$ cat src/rtl/rtc_pkg.sv
package rtc_pkg;

    localparam int BYTE_W = 8;
    localparam int OFF_W  = 3;

    typedef logic [BYTE_W-1:0] byte_t;

    typedef struct packed {
        byte_t sec;
        byte_t min;
        byte_t hr;
        byte_t dow;
        byte_t date;
        byte_t mon;
        byte_t yr;
    } rtc_time_t;

    localparam rtc_time_t TIME_RST = '{sec: 8'h00, min: 8'h00, hr: 8'h00,
                                       dow: 8'h01, date: 8'h01, mon: 8'h01,
                                       yr: 8'h00};

    function automatic byte_t bcd_inc(input byte_t v);
        byte_t r;
        if (v[3:0] >= 4'd9) r = {v[7:4] + 4'd1, 4'd0};
        else                r = {v[7:4], v[3:0] + 4'd1};
        return r;
    endfunction

    function automatic logic is_leap(input byte_t y);
        logic [7:0] bin;
        bin = 8'(y[7:4]) * 8'd10 + 8'(y[3:0]);
        return bin[1:0] == 2'b00;
    endfunction

    function automatic byte_t last_day(input byte_t mon, input byte_t yr);
        byte_t r;
        case (mon)
            8'h02:                      r = is_leap(yr) ? 8'h29 : 8'h28;
            8'h04, 8'h06, 8'h09, 8'h11: r = 8'h30;
            default:                    r = 8'h31;
        endcase
        return r;
    endfunction

    function automatic byte_t field_mask(input logic [OFF_W-1:0] off);
        byte_t r;
        case (off)
            3'd1, 3'd2: r = 8'h7F;
            3'd3, 3'd5: r = 8'h3F;
            3'd4:       r = 8'h07;
            3'd6:       r = 8'h1F;
            default:    r = 8'hFF;
        endcase
        return r;
    endfunction

    function automatic byte_t get_field(input rtc_time_t t, input logic [OFF_W-1:0] off);
        byte_t r;
        case (off)
            3'd1:    r = t.sec;
            3'd2:    r = t.min;
            3'd3:    r = t.hr;
            3'd4:    r = t.dow;
            3'd5:    r = t.date;
            3'd6:    r = t.mon;
            3'd7:    r = t.yr;
            default: r = '0;
        endcase
        return r;
    endfunction

    function automatic rtc_time_t put_field(input rtc_time_t t, input logic [OFF_W-1:0] off,
                                            input byte_t v);
        rtc_time_t r;
        r = t;
        case (off)
            3'd1:    r.sec  = v;
            3'd2:    r.min  = v;
            3'd3:    r.hr   = v;
            3'd4:    r.dow  = v;
            3'd5:    r.date = v;
            3'd6:    r.mon  = v;
            3'd7:    r.yr   = v;
            default: r = t;
        endcase
        return r;
    endfunction

endpackage

$ cat src/rtl/rtc_time_chain.sv
module rtc_time_chain
    import rtc_pkg::*;
(
    input  logic      clk,
    input  logic      rst_n,
    input  logic      step,
    input  logic      load,
    input  rtc_time_t load_val,
    output rtc_time_t now,
    output rtc_time_t nxt,
    output logic      sec_wrap
);

    typedef struct packed {
        rtc_time_t t;
    } chain_st_t;

    chain_st_t st_d, st_q;

    always_comb begin
        st_d     = st_q;
        sec_wrap = 1'b0;
        if (load) begin
            st_d.t = load_val;
        end else if (step) begin
            if (st_q.t.sec == 8'h59) begin
                st_d.t.sec = 8'h00;
                sec_wrap   = 1'b1;
                if (st_q.t.min == 8'h59) begin
                    st_d.t.min = 8'h00;
                    if (st_q.t.hr == 8'h23) begin
                        st_d.t.hr  = 8'h00;
                        st_d.t.dow = (st_q.t.dow >= 8'h07) ? 8'h01 : bcd_inc(st_q.t.dow);
                        if (st_q.t.date >= last_day(st_q.t.mon, st_q.t.yr)) begin
                            st_d.t.date = 8'h01;
                            if (st_q.t.mon >= 8'h12) begin
                                st_d.t.mon = 8'h01;
                                st_d.t.yr  = (st_q.t.yr == 8'h99) ? 8'h00 : bcd_inc(st_q.t.yr);
                            end else begin
                                st_d.t.mon = bcd_inc(st_q.t.mon);
                            end
                        end else begin
                            st_d.t.date = bcd_inc(st_q.t.date);
                        end
                    end else begin
                        st_d.t.hr = bcd_inc(st_q.t.hr);
                    end
                end else begin
                    st_d.t.min = bcd_inc(st_q.t.min);
                end
            end else begin
                st_d.t.sec = bcd_inc(st_q.t.sec);
            end
        end
    end

    always_ff @(posedge clk) begin
        if (!rst_n) st_q <= '{t: TIME_RST};
        else        st_q <= st_d;
    end

    assign now = st_q.t;
    assign nxt = st_d.t;

    // without a step or a load the counters hold
    p_idle_hold_r3: assert property (@(posedge clk) disable iff (!rst_n)
        (!step && !load) |=> $stable(now));

    // a step always moves the seconds
    p_sec_moves_r3: assert property (@(posedge clk) disable iff (!rst_n)
        (step && !load) |=> (now.sec != $past(now.sec)));

    // end of day clears the time of day and moves the weekday
    p_day_roll_r4: assert property (@(posedge clk) disable iff (!rst_n)
        (step && !load && now.sec == 8'h59 && now.min == 8'h59 && now.hr == 8'h23)
        |=> (now.hr == 8'h00 && now.min == 8'h00 && now.sec == 8'h00
             && now.dow != $past(now.dow)));

endmodule

$ cat src/rtl/rtc_trim.sv
module rtc_trim #(
    parameter int MAG_W = 5
) (
    input  logic             clk,
    input  logic             rst_n,
    input  logic             tick,
    input  logic             clear,
    input  logic             speed_up,
    input  logic [MAG_W-1:0] mag,
    input  logic             wrap,
    output logic             step
);

    typedef struct packed {
        logic [MAG_W-1:0] left;
    } trim_st_t;

    trim_st_t st_d, st_q;
    logic     active;
    logic     consume;

    always_comb begin
        st_d    = st_q;
        active  = (st_q.left != '0);
        consume = active && (tick ? !speed_up : speed_up);
        step    = !clear && (tick ? !(active && !speed_up) : (active && speed_up));
        if (clear)                st_d.left = '0;
        else if (wrap && !active) st_d.left = mag;
        else if (consume)         st_d.left = st_q.left - 1'b1;
    end

    always_ff @(posedge clk) begin
        if (!rst_n) st_q <= '0;
        else        st_q <= st_d;
    end

    // a wrap with no pending trim arms the budget from the magnitude
    p_arm_r11: assert property (@(posedge clk) disable iff (!rst_n)
        (wrap && !active && !clear) |=> (st_q.left == $past(mag)));

    // an armed budget never grows until the next wrap
    p_budget_down_r12: assert property (@(posedge clk) disable iff (!rst_n)
        (active && !clear) |=> (st_q.left <= $past(st_q.left)));

endmodule

$ cat src/rtl/bcd_rtc_regs.sv
module bcd_rtc_regs
    import rtc_pkg::*;
#(
    parameter int ADDR_W = 15
) (
    input  logic              clk,
    input  logic              rst_n,
    input  logic              sec_tick,
    input  logic              bus_sel,
    input  logic              bus_wr,
    input  logic [ADDR_W-1:0] bus_addr,
    input  logic [7:0]        bus_wdata,
    output logic [7:0]        bus_rdata,
    output logic              bus_hit
);

    localparam int MAG_W    = 5;
    localparam int BIT_WREQ = 7;
    localparam int BIT_HOLD = 6;
    localparam int BIT_SIGN = MAG_W;

    typedef struct packed {
        byte_t     ctrl;
        rtc_time_t vis;
    } regs_t;

    regs_t            r_d, r_q;
    logic [OFF_W-1:0] off;
    logic             wr_en;
    logic             load;
    logic             step;
    logic             wrap;
    rtc_time_t        now;
    rtc_time_t        nxt;

    assign bus_hit = &bus_addr[ADDR_W-1:OFF_W];
    assign off     = bus_addr[OFF_W-1:0];
    assign wr_en   = bus_sel && bus_wr && bus_hit;
    assign load    = wr_en && (off == '0) && r_q.ctrl[BIT_WREQ] && !bus_wdata[BIT_WREQ];

    rtc_trim #(.MAG_W(MAG_W)) u_trim (
        .clk      (clk),
        .rst_n    (rst_n),
        .tick     (sec_tick),
        .clear    (load),
        .speed_up (r_q.ctrl[BIT_SIGN]),
        .mag      (r_q.ctrl[MAG_W-1:0]),
        .wrap     (wrap),
        .step     (step)
    );

    rtc_time_chain u_chain (
        .clk      (clk),
        .rst_n    (rst_n),
        .step     (step),
        .load     (load),
        .load_val (r_q.vis),
        .now      (now),
        .nxt      (nxt),
        .sec_wrap (wrap)
    );

    always_comb begin
        r_d = r_q;
        if (step && !r_q.ctrl[BIT_WREQ] && !r_q.ctrl[BIT_HOLD]) r_d.vis = nxt;
        if (wr_en) begin
            if (off == '0)                r_d.ctrl = bus_wdata;
            else if (r_q.ctrl[BIT_WREQ])  r_d.vis  = put_field(r_q.vis, off, bus_wdata & field_mask(off));
        end
    end

    always_ff @(posedge clk) begin
        if (!rst_n) r_q <= '{ctrl: 8'h00, vis: TIME_RST};
        else        r_q <= r_d;
    end

    always_comb begin
        bus_rdata = '0;
        if (bus_sel && !bus_wr && bus_hit)
            bus_rdata = (off == '0) ? r_q.ctrl : get_field(r_q.vis, off);
    end

    // hold freezes the visible bytes
    p_hold_frozen_r6: assert property (@(posedge clk) disable iff (!rst_n)
        (r_q.ctrl[BIT_HOLD] && !r_q.ctrl[BIT_WREQ]) |=> $stable(r_q.vis));

    // clock-byte writes without the write request change nothing
    p_wr_ignored_r7: assert property (@(posedge clk) disable iff (!rst_n)
        (wr_en && off != '0 && !r_q.ctrl[BIT_WREQ] && !step) |=> $stable(r_q.vis));

    // after a commit the counters equal the visible bytes
    p_commit_r8: assert property (@(posedge clk) disable iff (!rst_n)
        load |=> (now == r_q.vis));

    // no step is taken in the commit cycle
    p_commit_nostep_r9: assert property (@(posedge clk) disable iff (!rst_n)
        load |-> !step);

endmodule

$ cat config.mk
export PLATFORM = sky130hd
export DESIGN_NAME = bcd_rtc_regs
export DESIGN_NICKNAME = d
export VERILOG_FILES = /design/src/rtl/rtc_pkg.sv /design/src/rtl/rtc_time_chain.sv /design/src/rtl/rtc_trim.sv /design/src/rtl/bcd_rtc_regs.sv
export SDC_FILE = /design/constraint.sdc
export NUM_CORES = 1
export LEC_CHECK = 0
export BUFFER_PORTS_ARGS = -buffer_cell sky130_fd_sc_hd__buf_2
export CORE_UTILIZATION = 55
export CTS_BUF_LIST = sky130_fd_sc_hd__clkbuf_2 sky130_fd_sc_hd__clkbuf_4 sky130_fd_sc_hd__clkbuf_8
export CTS_CLUSTER_SIZE = 30
export DETAILED_ROUTE_END_ITERATION = 16
export PLACE_DENSITY_LB_ADDON = 0.25
export REMOVE_ABC_BUFFERS = 1
export SYNTH_ARGS = -nofsm -noshare
export SYNTH_HDL_FRONTEND = slang
export SYNTH_SLANG_ARGS = --single-unit
$ cat constraint.sdc
create_clock -name clk -period 3.6 [get_ports clk]
set_clock_uncertainty 0.2 [all_clocks]
set_input_delay 0.18 -clock clk [delete_from_list [all_inputs] [get_ports clk]]
set_output_delay 0.18 -clock clk [all_outputs]
set_load 0.1 [all_outputs]
==> Flow_metrics.wiki <==
{| class="wikitable"
! Metric !! Value
|-
| Average routed wire per standard cell || 21.6 um
|-
| Fraction of synthesis flops using an asynchronous set or reset pin || 0
|-
| Count of buffer and inverter cells on the critical path || 2
|-
| Startpoint-to-endpoint class of the critical path || flop to flop
|-
| Pins over their slew limit || 0
|-
| CTS tree || done
|-
| I/O Pins || 37
|-
| Layout fillers || 1198
|-
| Placer Congestion || 0.946
|-
| Dpl ws || 0.168 ns
|-
| Global-route total usage across every layer || 0.360
|-
| Final setup margin || 0.231 ns
|-
| Critical path's largest stage delay || 0.47 ns
|-
| Clk root buf || sky130_fd_sc_hd__clkbuf_8
|-
| Clock latency on the worst-skew pair || 0.47 ns
|-
| Crit path arrival time || 3.57 ns
|-
| Worst-case hold slack || 0.0220 ns
|-
| Synthesized instance count || 943
|-
| Startpoint of the worst register-to-register path || u_chain.now[8]$_SDFF_PN1_
|-
| Initial antenna violation count || 0
|-
| Clock transition time at the flip-flop clock pins of the worst setup and hold paths || 0.07 ns
|-
| Most common library cell in the layout ignoring fill and taps || sky130_fd_sc_hd__dfxtp_1
|-
| Hold violation count in the final report || 0
|-
| Clock sink total || 125
|-
| Post-synth EDFFs || 0
|-
| Transition time at the pin with the least slew margin || 0.799 ns
|-
| Average vias per placed instance || 6.78
|-
| Relative slew slack || 0.465
|-
| Status || finished, final reports clean
|-
| Largest driver fanout on the critical path || 14
|-
| Core footprint || 0.0135 mm^2
|-
| Congestion Overflow GR || 0
|-
| Pin count of the biggest net entering global routing || 55
|-
| Overall die width || 120 um
|-
| Fraction of the cycle the final worst path needs || 0.936
|-
| Area used by multi-input combinational logic || 0.00485 mm^2
|-
| Post-Place Cell Area || 0.00810 mm^2
|-
| Clock buffer depth || 2
|-
| Sequential standard cell area || 0.00250 mm^2
|-
| Post-detailed-routing wire length || 25200 um
|-
| Total number of vias || 7895
|-
| Placed wire-length estimate after detailed placement || 18000 um
|-
| Pwr per Cell Area || 430 mW/mm^2
|-
| Length of the first detailed-routing pass in iterations || 6
|-
| Synth Area per Inst || 8.15 um^2
|-
| Count of standard-cell rows || 42
|-
| Global-route wire length before repair || 39700 um
|-
| ANT nets after route || 0
|-
| Min-delay src || sec_tick
|-
| Cell occurring most often along the worst timing path || sky130_fd_sc_hd__ha_1
|-
| Achievable Freq || 297 MHz
|-
| Cell type with the largest total area after synthesis || sky130_fd_sc_hd__dfxtp_1
|-
| Crit path max-delay cell type || sky130_fd_sc_hd__or4_1
|-
| Top library cells by usage in the layout, fill and taps aside || 125 x sky130_fd_sc_hd__dfxtp_1, 75 x sky130_fd_sc_hd__nor2_1, 65 x sky130_fd_sc_hd__nand2_1
|-
| Ant diodes || 0
|-
| Critical path startpoint || u_chain.now[8]$_SDFF_PN1_
|-
| Leading cell types by total area after synthesis || sky130_fd_sc_hd__dfxtp_1 33%, sky130_fd_sc_hd__ha_1 6.8%, sky130_fd_sc_hd__a21oi_1 4.0%, sky130_fd_sc_hd__mux2i_1 4.0%, sky130_fd_sc_hd__nor2_1 3.8%
|-
| Largest delay share family, worst path || simple AND/OR/NAND/NOR gates
|-
| Netlist cell types || 74
|-
| Ratio of cells with drive above 1 in the final layout || 0.129
|-
| Net count reported at finish || 1046
|-
| Endpoint type of the worst setup path || flop
|-
| Vias in the first global route || 7171
|-
| Design Area, Final || 0.00862 mm^2
|-
| Number of port buffers || 36
|-
| Hold WC Path Type || input pin to flop
|-
| Cell-by-cell trace of the critical path || inv_1, ha_1, o211ai_1, a21oi_1, a31oi_1, nor3_1, nor2_1, ha_1, nand3_1, a31oi_4, o2111ai_2, buf_4, or4_1, nand4_1, o211a_1
|-
| Shortest period the worst path allows || 3.37 ns
|-
| Share of synthesized area occupied by flip-flops and latches || 0.325
|-
| Crit start category || flop
|-
| Setup TNS || 0 ns
|-
| Final setup violation count || 0
|-
| Total power draw || 3.71 mW
|-
| Static leakage || 3.16 nW
|-
| Initial DRC count || 1162
|-
| Synth Cell Area || 0.00769 mm^2
|-
| Die boundary height || 120 um
|-
| Total number of yosys warnings || 0
|-
| Clock H-tree levels || 4
|-
| Most used flip-flop cell after synthesis || sky130_fd_sc_hd__dfxtp_1
|-
| Required time at the worst-slack endpoint || 3.81 ns
|-
| Effective utilization at floorplan || 0.572
|-
| Area fraction of the dominant cell type after synthesis || 0.325
|-
| Peak supply drop || 0.642 mV
|-
| Max_cap viols || 0
|-
| Area added between synthesis and finish || 12.1%
|-
| Inserted Clock Buffers || 17
|-
| Unrepaired setup endpoints after global routing || false
|-
| Register bit total from synthesis || 125
|-
| Area of the die || 0.0145 mm^2
|-
| Residual DRC count || 0
|}
-- Yosys cell counts (6+ instances only) --
library cell                instances
sky130_fd_sc_hd__inv_1             35
sky130_fd_sc_hd__o211ai_1          13
sky130_fd_sc_hd__or3_1              9
sky130_fd_sc_hd__buf_2              6
sky130_fd_sc_hd__a41oi_1            6
sky130_fd_sc_hd__a31oi_1           15
sky130_fd_sc_hd__a22oi_1           25
sky130_fd_sc_hd__o31ai_1            9
sky130_fd_sc_hd__nor2_1            77
sky130_fd_sc_hd__nor3_1            25
sky130_fd_sc_hd__xnor2_1            8
sky130_fd_sc_hd__o2bb2ai_1          9
sky130_fd_sc_hd__o21ai_1           25
sky130_fd_sc_hd__o22ai_1           23
sky130_fd_sc_hd__buf_1              8
sky130_fd_sc_hd__mux2i_1           31
sky130_fd_sc_hd__and2_1            12
sky130_fd_sc_hd__o211a_1            6
sky130_fd_sc_hd__nand2_1           66
sky130_fd_sc_hd__o21ai_0           46
sky130_fd_sc_hd__ha_1              42
sky130_fd_sc_hd__and3_1            16
sky130_fd_sc_hd__a21oi_1           62
sky130_fd_sc_hd__a221oi_1           7
sky130_fd_sc_hd__dfxtp_1          125
sky130_fd_sc_hd__a211oi_1          18
sky130_fd_sc_hd__o21a_1             6
sky130_fd_sc_hd__clkbuf_1          44
sky130_fd_sc_hd__nand2b_1           6
sky130_fd_sc_hd__nor2b_1           13
sky130_fd_sc_hd__nand4_1           14
sky130_fd_sc_hd__mux4_2             6
sky130_fd_sc_hd__nand3_1           39
-- repair_timing --
item                                   4_1_cts  5_1_grt
endpoints found under the hold margin       10        0
setup endpoints to repair                    0       10
resized for setup                            0        4
hold buffers                                 8        0
setup buffers                                0        0
-- path summary, 6_finish.rpt --
check | to | slack, ns | cells after the start
setup / recovery | u_chain.now[7]$_SDFF_PN0_ | 0.23 | 15
hold reg to reg | u_trim.st_q[2]$_SDFFE_PP0P_ | 0.30 | 2
hold / removal | u_trim.st_q[4]$_SDFFE_PP0P_ | 0.02 | 4
setup reg to reg | u_chain.now[7]$_SDFF_PN0_ | 0.23 | 15
-- worst reg2reg max path, cell delays in order, from the launching register on --
cell and delay, ns:
sky130_fd_sc_hd__dfxtp_1 0.37, sky130_fd_sc_hd__inv_1 0.14, sky130_fd_sc_hd__ha_1 0.21, sky130_fd_sc_hd__o211ai_1 0.11, sky130_fd_sc_hd__a21oi_1 0.17, sky130_fd_sc_hd__a31oi_1 0.05
sky130_fd_sc_hd__nor3_1 0.22, sky130_fd_sc_hd__nor2_1 0.07, sky130_fd_sc_hd__ha_1 0.31, sky130_fd_sc_hd__nand3_1 0.13, sky130_fd_sc_hd__a31oi_4 0.21, sky130_fd_sc_hd__o2111ai_2 0.13
sky130_fd_sc_hd__buf_4 0.24, sky130_fd_sc_hd__or4_1 0.47, sky130_fd_sc_hd__nand4_1 0.12, sky130_fd_sc_hd__o211a_1 0.16
-- flip-flops by register name (all words and copies together), names as in the netlist --
signal       cells
u_chain.now     56
u_trim.st_q      5
r_q             64
-- per-stage QoR --
| step | cells | utilization |
|---|---|---|
| 2_1_floorplan | 883 | - |
| 3_3_place_gp | 1125 | 0.602 |
| 3_5_place_dp | 1125 | 0.602 |
| 4_1_cts | 1165 | 0.639 |
| 5_1_grt | 1165 | 0.641 |
| 6_report | 1165 | 0.641 |
-- layer usage --
layer / GRT usage / share of wire / vias up
met4: 0.137 / 0.035 / 0
met2: 0.548 / 0.44 / 487
li1: - / - / 3605
met5: 0 / 0 / -
met1: 0.483 / 0.41 / 3716
met3: 0.101 / 0.12 / 87
-- kinds of logic after synthesis --
| group | share of synthesized area |
|---|---|
| buf+inv | 0.0488 |
| compound gates | 0.271 |
| simple gates | 0.209 |
| xor+xnor | 0.0137 |
| flops | 0.325 |
| fa+ha+maj | 0.0683 |
| mux | 0.0638 |
-- cell type report --
| cell class | instances | share of cell area |
|---|---|---|
| well taps | 176 | 0.0255 |
| clock inverters | 14 | 0.0193 |
| repair buffers | 74 | 0.0578 |
| clock buffers | 18 | 0.0287 |
| multi-input cells | 722 | 0.563 |
| flip-flops and latches | 125 | 0.290 |
| inverters | 36 | 0.0157 |
-- power breakdown --
part	total (mW)	internal, mW	leakage, nW	switching, mW
logic	0.890	0.294	1.95	0.596
clock network	1.32	0.703	0.202	0.618
registers	1.50	1.43	1.01	0.0631
Power figures use the tool's default switching activity.
